--- src/rtl/lockc_pkg.sv ---
package lockc_pkg;

    typedef enum logic [2:0] {
        EXC_NONE = 3'd0,
        EXC_NULL = 3'd1,
        EXC_MISS = 3'd2,
        EXC_OVF  = 3'd3,
        EXC_UNF  = 3'd4,
        EXC_REL  = 3'd5
    } lk_exc_e;

    typedef enum logic [2:0] {
        CLS_IDLE,
        CLS_NULL,
        CLS_MISS,
        CLS_ENTER,
        CLS_EXIT
    } lk_cls_e;

endpackage

--- src/rtl/lockc_entry.sv ---
module lockc_entry #(
    parameter int ADDR_W   = 32,
    parameter int DATA_W   = 32,
    parameter int CNT_W    = 8,
    parameter int WANT_BIT = 14
) (
    input  logic              clk,
    input  logic              rst_n,
    input  logic              wr_addr_en,
    input  logic              wr_cnt_en,
    input  logic [DATA_W-1:0] wr_data,
    input  logic              upd_en,
    input  logic [CNT_W-1:0]  upd_cnt,
    input  logic [ADDR_W-1:0] lookup_addr,
    output logic              match,
    output logic [ADDR_W-1:0] addr_q,
    output logic [CNT_W-1:0]  cnt_q,
    output logic              want_q
);

    always_ff @(posedge clk) begin
        if (!rst_n) begin
            addr_q <= '0;
            cnt_q  <= '0;
            want_q <= 1'b0;
        end else begin
            if (wr_addr_en) begin
                addr_q <= wr_data[ADDR_W-1:0];
            end
            if (wr_cnt_en) begin
                cnt_q  <= wr_data[CNT_W-1:0];
                want_q <= wr_data[WANT_BIT];
            end else if (upd_en) begin
                cnt_q <= upd_cnt;
            end
        end
    end

    always_comb begin
        match = (addr_q == lookup_addr);
    end

endmodule

--- src/rtl/lockc_resolve.sv ---
module lockc_resolve
    import lockc_pkg::*;
#(
    parameter int CNT_W = 8
) (
    input  logic             req_valid,
    input  logic             req_exit,
    input  logic             addr_null,
    input  logic [1:0]       match,
    input  logic [CNT_W-1:0] cnt0,
    input  logic [CNT_W-1:0] cnt1,
    input  logic [1:0]       want,
    output lk_exc_e          code,
    output logic             entry,
    output logic [1:0]       upd_en,
    output logic [CNT_W-1:0] upd_cnt
);

    localparam logic [CNT_W-1:0] CNT_MAX = '1;
    localparam logic [CNT_W-1:0] CNT_ONE = CNT_W'(1);

    lk_cls_e          cls;
    logic             sel;
    logic [CNT_W-1:0] cur;
    logic             cur_want;

    // Entry 0 wins when both hold the address.
    always_comb begin
        sel      = ~match[0];
        cur      = sel ? cnt1 : cnt0;
        cur_want = want[sel];
    end

    always_comb begin
        if (!req_valid)       cls = CLS_IDLE;
        else if (addr_null)   cls = CLS_NULL;
        else if (match == 2'b00) cls = CLS_MISS;
        else if (req_exit)    cls = CLS_EXIT;
        else                  cls = CLS_ENTER;
    end

    always_comb begin
        code    = EXC_NONE;
        entry   = 1'b0;
        upd_en  = 2'b00;
        upd_cnt = cur;
        unique case (cls)
            CLS_IDLE: begin
                code = EXC_NONE;
            end
            CLS_NULL: begin
                code = EXC_NULL;
            end
            CLS_MISS: begin
                code = EXC_MISS;
            end
            CLS_ENTER: begin
                if (cur == CNT_MAX) begin
                    code  = EXC_OVF;
                    entry = sel;
                end else begin
                    upd_cnt     = cur + CNT_ONE;
                    upd_en[sel] = 1'b1;
                end
            end
            CLS_EXIT: begin
                if (cur == '0) begin
                    code  = EXC_UNF;
                    entry = sel;
                end else begin
                    upd_cnt     = cur - CNT_ONE;
                    upd_en[sel] = 1'b1;
                    if (cur == CNT_ONE && cur_want) begin
                        code  = EXC_REL;
                        entry = sel;
                    end
                end
            end
            default: begin
                code = EXC_NONE;
            end
        endcase
    end

endmodule

--- src/rtl/lock_cache.sv ---
module lock_cache
    import lockc_pkg::*;
#(
    parameter int ADDR_W   = 32,
    parameter int DATA_W   = 32,
    parameter int CNT_W    = 8,
    parameter int WANT_BIT = 14
) (
    input  logic              clk,
    input  logic              rst_n,
    input  logic              req_valid,
    input  logic              req_exit,
    input  logic [ADDR_W-1:0] req_addr,
    input  logic              wr_en,
    input  logic              wr_idx,
    input  logic              wr_cnt_sel,
    input  logic [DATA_W-1:0] wr_data,
    input  logic              rd_idx,
    input  logic              rd_cnt_sel,
    output logic [DATA_W-1:0] rd_data,
    output logic [2:0]        exc_code,
    output logic              exc_entry
);

    localparam int N_ENT = 2;

    logic [ADDR_W-1:0] ent_addr [N_ENT];
    logic [CNT_W-1:0]  ent_cnt  [N_ENT];
    logic [N_ENT-1:0]  ent_want;
    logic [N_ENT-1:0]  ent_match;
    logic [N_ENT-1:0]  ent_upd;
    logic [CNT_W-1:0]  upd_cnt;
    lk_exc_e           nxt_code;
    logic              nxt_entry;
    lk_exc_e           code_q;
    logic              entry_q;
    logic              addr_null;

    always_comb begin
        addr_null = (req_addr == '0);
    end

    for (genvar gi = 0; gi < N_ENT; gi++) begin : g_ent
        logic sel_me;
        always_comb begin
            sel_me = wr_en && (wr_idx == 1'(gi));
        end
        lockc_entry #(
            .ADDR_W   (ADDR_W),
            .DATA_W   (DATA_W),
            .CNT_W    (CNT_W),
            .WANT_BIT (WANT_BIT)
        ) u_entry (
            .clk         (clk),
            .rst_n       (rst_n),
            .wr_addr_en  (sel_me && !wr_cnt_sel),
            .wr_cnt_en   (sel_me && wr_cnt_sel),
            .wr_data     (wr_data),
            .upd_en      (ent_upd[gi]),
            .upd_cnt     (upd_cnt),
            .lookup_addr (req_addr),
            .match       (ent_match[gi]),
            .addr_q      (ent_addr[gi]),
            .cnt_q       (ent_cnt[gi]),
            .want_q      (ent_want[gi])
        );
    end

    lockc_resolve #(
        .CNT_W (CNT_W)
    ) u_resolve (
        .req_valid (req_valid),
        .req_exit  (req_exit),
        .addr_null (addr_null),
        .match     (ent_match),
        .cnt0      (ent_cnt[0]),
        .cnt1      (ent_cnt[1]),
        .want      (ent_want),
        .code      (nxt_code),
        .entry     (nxt_entry),
        .upd_en    (ent_upd),
        .upd_cnt   (upd_cnt)
    );

    always_ff @(posedge clk) begin
        if (!rst_n) begin
            code_q  <= EXC_NONE;
            entry_q <= 1'b0;
        end else begin
            code_q  <= nxt_code;
            entry_q <= nxt_entry;
        end
    end

    always_comb begin
        exc_code  = code_q;
        exc_entry = entry_q;
    end

    always_comb begin
        rd_data = '0;
        if (rd_cnt_sel) begin
            rd_data[CNT_W-1:0] = ent_cnt[rd_idx];
            rd_data[WANT_BIT]  = ent_want[rd_idx];
        end else begin
            rd_data[ADDR_W-1:0] = ent_addr[rd_idx];
        end
    end

endmodule

--- config.mk ---
export PLATFORM = sky130hd
export DESIGN_NAME = lock_cache
export DESIGN_NICKNAME = d
export VERILOG_FILES = /design/src/rtl/lockc_pkg.sv /design/src/rtl/lockc_entry.sv /design/src/rtl/lockc_resolve.sv /design/src/rtl/lock_cache.sv
export SDC_FILE = /design/constraint.sdc
export NUM_CORES = 1
export LEC_CHECK = 0
export ABC_AREA = 1
export CAP_MARGIN = 20
export CELL_PAD_IN_SITES_DETAIL_PLACEMENT = 0
export CELL_PAD_IN_SITES_GLOBAL_PLACEMENT = 2
export CORE_MARGIN = 4
export CORE_UTILIZATION = 25
export CTS_CLUSTER_SIZE = 16
export DETAILED_ROUTE_END_ITERATION = 6
export PLACE_DENSITY = 0.73
export SETUP_SLACK_MARGIN = 0.4
export SKIP_LAST_GASP = 1
export SYNTH_ARGS = -nofsm -noshare
export SYNTH_HDL_FRONTEND = slang
export SYNTH_SLANG_ARGS = --single-unit
--- constraint.sdc ---
create_clock -name clk -period 2.7 [get_ports clk]
set_input_delay 0.54 -clock clk [delete_from_list [all_inputs] [get_ports clk]]
set_output_delay 0.54 -clock clk [all_outputs]
set_load 0.01 [all_outputs]
After elaboration in Yosys (flattened, before gate mapping). Index checks and enable logic that the tools add are counted.

Add/subtract/negate cells: 2. Magnitude comparators: 4. Equal/unequal tests: 8. Mux-type cells: 39. Bitwise logic cells: 3. Reductions and logical operators: 14.

Operator list (count): two-way mux 32 bit (3); two-way mux 8 bit (11); == test 32 bit (2); zero test 32 bit (1); two-way mux 3 bit (6); two-way mux 17 bit (1); one-hot mux 8 bit (2 select lines) (1); one-hot mux 3 bit (4 select lines) (1); two-way mux 1 bit (9); adder 8 x 1 -> 8 bit (second input constant) (1); == test 8 x 1 -> 1 bit (second input constant) (1); == test 8 bit (second input constant) (1); logical AND 1 bit (8); zero test 8 bit (1); subtractor 8 x 1 -> 8 bit (second input constant) (1); == test 3 x 2 -> 1 bit (second input constant) (2); two-way mux 2 bit (3); two-way mux 6 bit (1); < comparator 1 x 2 -> 1 bit (second input constant) (2); one-hot mux 2 bit (2 select lines) (1); nonzero test 2 bit (2); == test 3 x 1 -> 1 bit (second input constant) (1); == test 3 bit (second input constant) (1); >= comparator 2 bit (second input constant) (1); 7 further kinds (8).

Bits in registers: 86. Bits of input ports: 73. Output and inout bits: 36. Logic and storage cells: 78.

Longest topological paths before layout.
Depth in word-level cells: 10. Mapped depth: 23. Mapped depth without buffers: 22.

Modules after synthesis. A second synthesis with hierarchy kept.

Cells, all modules: 1032. Area, all modules: 5972.0 um2.

By module, submodules not included: lockc_entry (times used 2, cells an instance 329, area an instance 2057.0 um2, sequential area each 820.8 um2); lockc_resolve (times used 1, cells an instance 197, area an instance 1033.5 um2, sequential area each 0.0 um2); lock_cache (times used 1, cells an instance 177, area an instance 824.5 um2, sequential area each 80.1 um2).

Worst setup path after synthesis. OpenSTA, ideal clock, no wires.

Path type: input-to-reg. Start: input port req_addr[4]. End: register g_ent[1].u_entry.cnt_q[0]. Library setup time: 0.113 ns. Arrival time: 2.500 ns. Required time: 2.587 ns. Path slack: 0.087 ns. Cell stages on the path: 20. Path through: xnor2_1 -> nand2_1 -> nor2_1 -> nand2_1 -> nor2_2 -> nand2_2 -> buf_6 -> nand2_1 -> nand2_2 -> inv_1 -> ha_1 -> nand2_1 -> nor2_2 -> nand2_4 -> nand2_4 -> nand2_4 -> nand3_2 -> nor2_1 -> o21ai_1 -> inv_1.

Word-level cells in the longest chain between the ends: 9. Elaborated cells on any way between the ends: 29.

RTL lines: start: declaration (RTL line lock_cache.sv:13) `input logic [ADDR_W-1:0] req_addr,`; branches (longest 9 deep; another with subtractor 8 x 1 -> 8 bit); end signal: assignment (RTL line lockc_entry.sv:31) `cnt_q <= wr_data[CNT_W-1:0];`; end signal: assignment (RTL line lockc_entry.sv:34) `cnt_q <= upd_cnt;`; end: declaration (RTL line lockc_entry.sv:17) `output logic [CNT_W-1:0] cnt_q,`.

Parallel ways; which one is timed is not known. The select of a mux whose other input is x is not followed. A chain may end at the register's enable or synchronous reset.

Final worst setup path.
Start: input port req_addr[11]. End: register g_ent[0].u_entry.cnt_q[4].

Word-level cells in the longest chain between the ends: 9. Elaborated cells on any way between the ends: 29.

RTL lines (RTL line): branches (longest 9 deep; another with subtractor 8 x 1 -> 8 bit); end signal: assignment (lockc_entry.sv:31); end signal: assignment (lockc_entry.sv:34); end: declaration (lockc_entry.sv:17).

Parallel ways; which one is timed is not known. The select of a mux whose other input is x is not followed.

==> flow_summary.yaml <==
clocking:
  htreeDepth: 3
  cts_root_buf: "clkbuf_16"
  clock_sinks: 86
  path_clk_slew_ps: 70
  cts_buffers: 9
  cts_tree: "yes"
  clockBufferDepth: 2
  clk_latency_ps: 360
power_and_ir_drop:
  power.density_mw_per_mm2: 372
  p_leak_nw: 3.95
  ir_worst_vdd_v: 0.000246
final_layout:
  nets: 1220
  fin_cells: 1462
  syn_to_final_growth_pct: 58.2
  diodes: 0
  finalCoreUtilization_pct: 40.7
  layout-drive-gt1-share_pct: 33.6
synth:
  synth-main-ff-cell: "dfxtp_1"
  ys_seq_area_share_pct: 29.3
  synth_most_common_cell: "nand2_1"
  synthDistinctLibCells: 33
  synthArstFlopShare_pct: 0
  yosys-top-cells-count: "nand2_1 (182), nor2_1 (132), o21ai_0 (111)"
  synth_edf_count: 0
  syn_inst: 929
  yosys.area.top_type: "dfxtp_1"
  yosysWarnings: 0
  synth.area.top_cells: "dfxtp_1 (29%), nand2_1 (12%), o21ai_0 (9.5%), nor2_1 (8.4%), xnor2_1 (7.2%)"
  syn_nets: 1005
  mappedNetlistArea_mm2: 0.00587
  synth_top_area_share_pct: 29.3
  avgSynthCellArea_um2: 6.32
  ys_ff_latch: 86
die:
  pin_count: 109
  rows: 55
  dieArea_mm2: 0.0260
  coreArea_mm2: 0.0228
  die_h_um: 161
  start_util_pct: 25.7
  die_w_um: 161
drt:
  wire_per_inst_um: 16.6
  topRoutingLayerUsed: "met4"
  met1_length_um: 12000
  wl_um: 24200
  vias: 6584
  wl_met3_um: 877
  drc_errors: 0
  vias_per_cell: 4.50
  antenna_left: 0
  met2_length_um: 11000
  first_iter_violations: 310
  drtPass1Iterations: 4
timing:
  tightest_slew_ps: 690
  relSlewSlack_pct: 53.7
  hold_violations: 0
  period_share_pct: 96.4
  rsz0062_at_grt: "yes"
  min_period_ps: 2600
  setup_tns_ps: 0
  clock.fmax_mhz: 384
  setup_viol: 0
  drv_slew: 0
  skew_ps: 8.89
placed_design:
  gp_congestion: 0.905
  numPortBuffers: 108
  place_inst: 1416
  hpwl_um: 18000
global_routing:
  first_global_vias: 6465
  grt_usage_pct: 18.3
  antenna_found_initial: 0
  gr-total-overflow: 0
  grt_max_degree: 70
  grt_first_pass_wirelength_um: 37100
setup_path:
  crit_fanout: 6
  worstPathArrival_ps: 2880
  required_ps: 2980
  critPathKind: "input pin to flop"
  startpoint_type: "input pin"
  reg2regPathDepth: 18
  worst_setup_path_end_kind: "flop"
  rrSetupSlack_ps: 130
min_path:
  hold_depth: 2
  hold_class: "flop to flop"
outcome:
  status: "completed"
flow_run:
  drv_cap: 0
-- power by group --
part | switching [W] | internal, W
logic | 0.000453 | 0.000398
clock network | 0.000571 | 0.000654
registers | 0.0000546 | 0.00133
-- worst paths after layout --
path / startpoint / to
max: req_addr[11] / g_ent[0].u_entry.cnt_q[4]$_SDFFE_PN0P_
max reg2reg: g_ent[0].u_entry.addr_q[14]$_SDFFE_PN0P_ / g_ent[0].u_entry.cnt_q[4]$_SDFFE_PN0P_
min reg2reg: g_ent[0].u_entry.addr_q[28]$_SDFFE_PN0P_ / g_ent[0].u_entry.addr_q[28]$_SDFFE_PN0P_
min: g_ent[0].u_entry.addr_q[28]$_SDFFE_PN0P_ / g_ent[0].u_entry.addr_q[28]$_SDFFE_PN0P_
-- sequential cells by signal, summed over array words and instances, names as in the netlist --
signal                count
g_ent.u_entry.addr_q     64
g_ent.u_entry.cnt_q      16
exc_entry                 1
g_ent.u_entry.want_q      2
exc_code                  3
-- repair_timing --
item                       CTS  global route
hold buffers                 0             0
setup buffers               19             9
resized for setup          251            71
setup endpoints to repair   52            23
pin swaps                  117            74
gates cloned                 1             1
-- kinds of logic after synthesis --
family          synth area share (%)
xor+xnor                        7.16
fa+ha+maj                      0.639
compound gates                  18.9
buf+inv                         9.59
simple gates                    34.4
flops                           29.3
-- worst max-delay path, cell delays in order --
cell             delay, ps
clkdlybuf4s15_2        210
xnor2_2                150
nand2_2                100
nor2_1                 120
nand2_1                120
nor2_4                 170
nand2_4                110
buf_6                  150
nand2_4                 60
nand2_4                 70
ha_4                   180
nand2_4                 70
nor2_4                  50
buf_6                  120
a21oi_4                230
nand2_2                110
a21oi_2                190
nor2_1                  60
nor2_1                  80
-- area by class of cell --
cell class	instances	area, um2
inverters	106	400
clock inverters	6	46.3
repair buffers	240	2130
multi-input cells	701	4350
well taps	313	392
flip-flops and latches	86	1740
clock buffers	10	239
fillers	2494	13600
-- per-stage QoR --
step | worst slack [ps] | hold WS (ps) | area [um2] | power (W)
floorplan | 257 | 444 | 6110 | 0.00179
global placement | -839 | 472 | 8280 | 0.00222
detailed placement | -779 | 475 | 8280 | 0.00222
CTS | 166 | 486 | 9050 | 0.00348
global route | -12.1 | 497 | 9290 | 0.00363
finish | 96.4 | 482 | 9290 | 0.00346
-- cell usage in the layout (no fill, tap or decap), types with 15 or more instances in the layout --
master	synthesis	layout
nand3_2	9	25
buf_6	4	18
xnor2_2	0	15
o21ai_0	111	109
a21oi_1	83	79
dlygate4sd2_1	0	28
xnor2_1	48	29
nor2_1	132	109
inv_2	6	15
dfxtp_1	86	75
inv_1	98	88
nand3_1	52	30
nand2_1	182	139
nand2_2	15	48
buf_4	0	104
buf_2	0	20
nor2_2	7	18
clkdlybuf4s50_1	0	41
-- per-layer routing --
layer	up-vias	track usage, %
li1	3423	-
met1	3015	26.2
met2	125	29.1
met3	21	2.70
met4	0	4.58
met5	-	0
No activity file was read; power rests on OpenSTA's default activity.
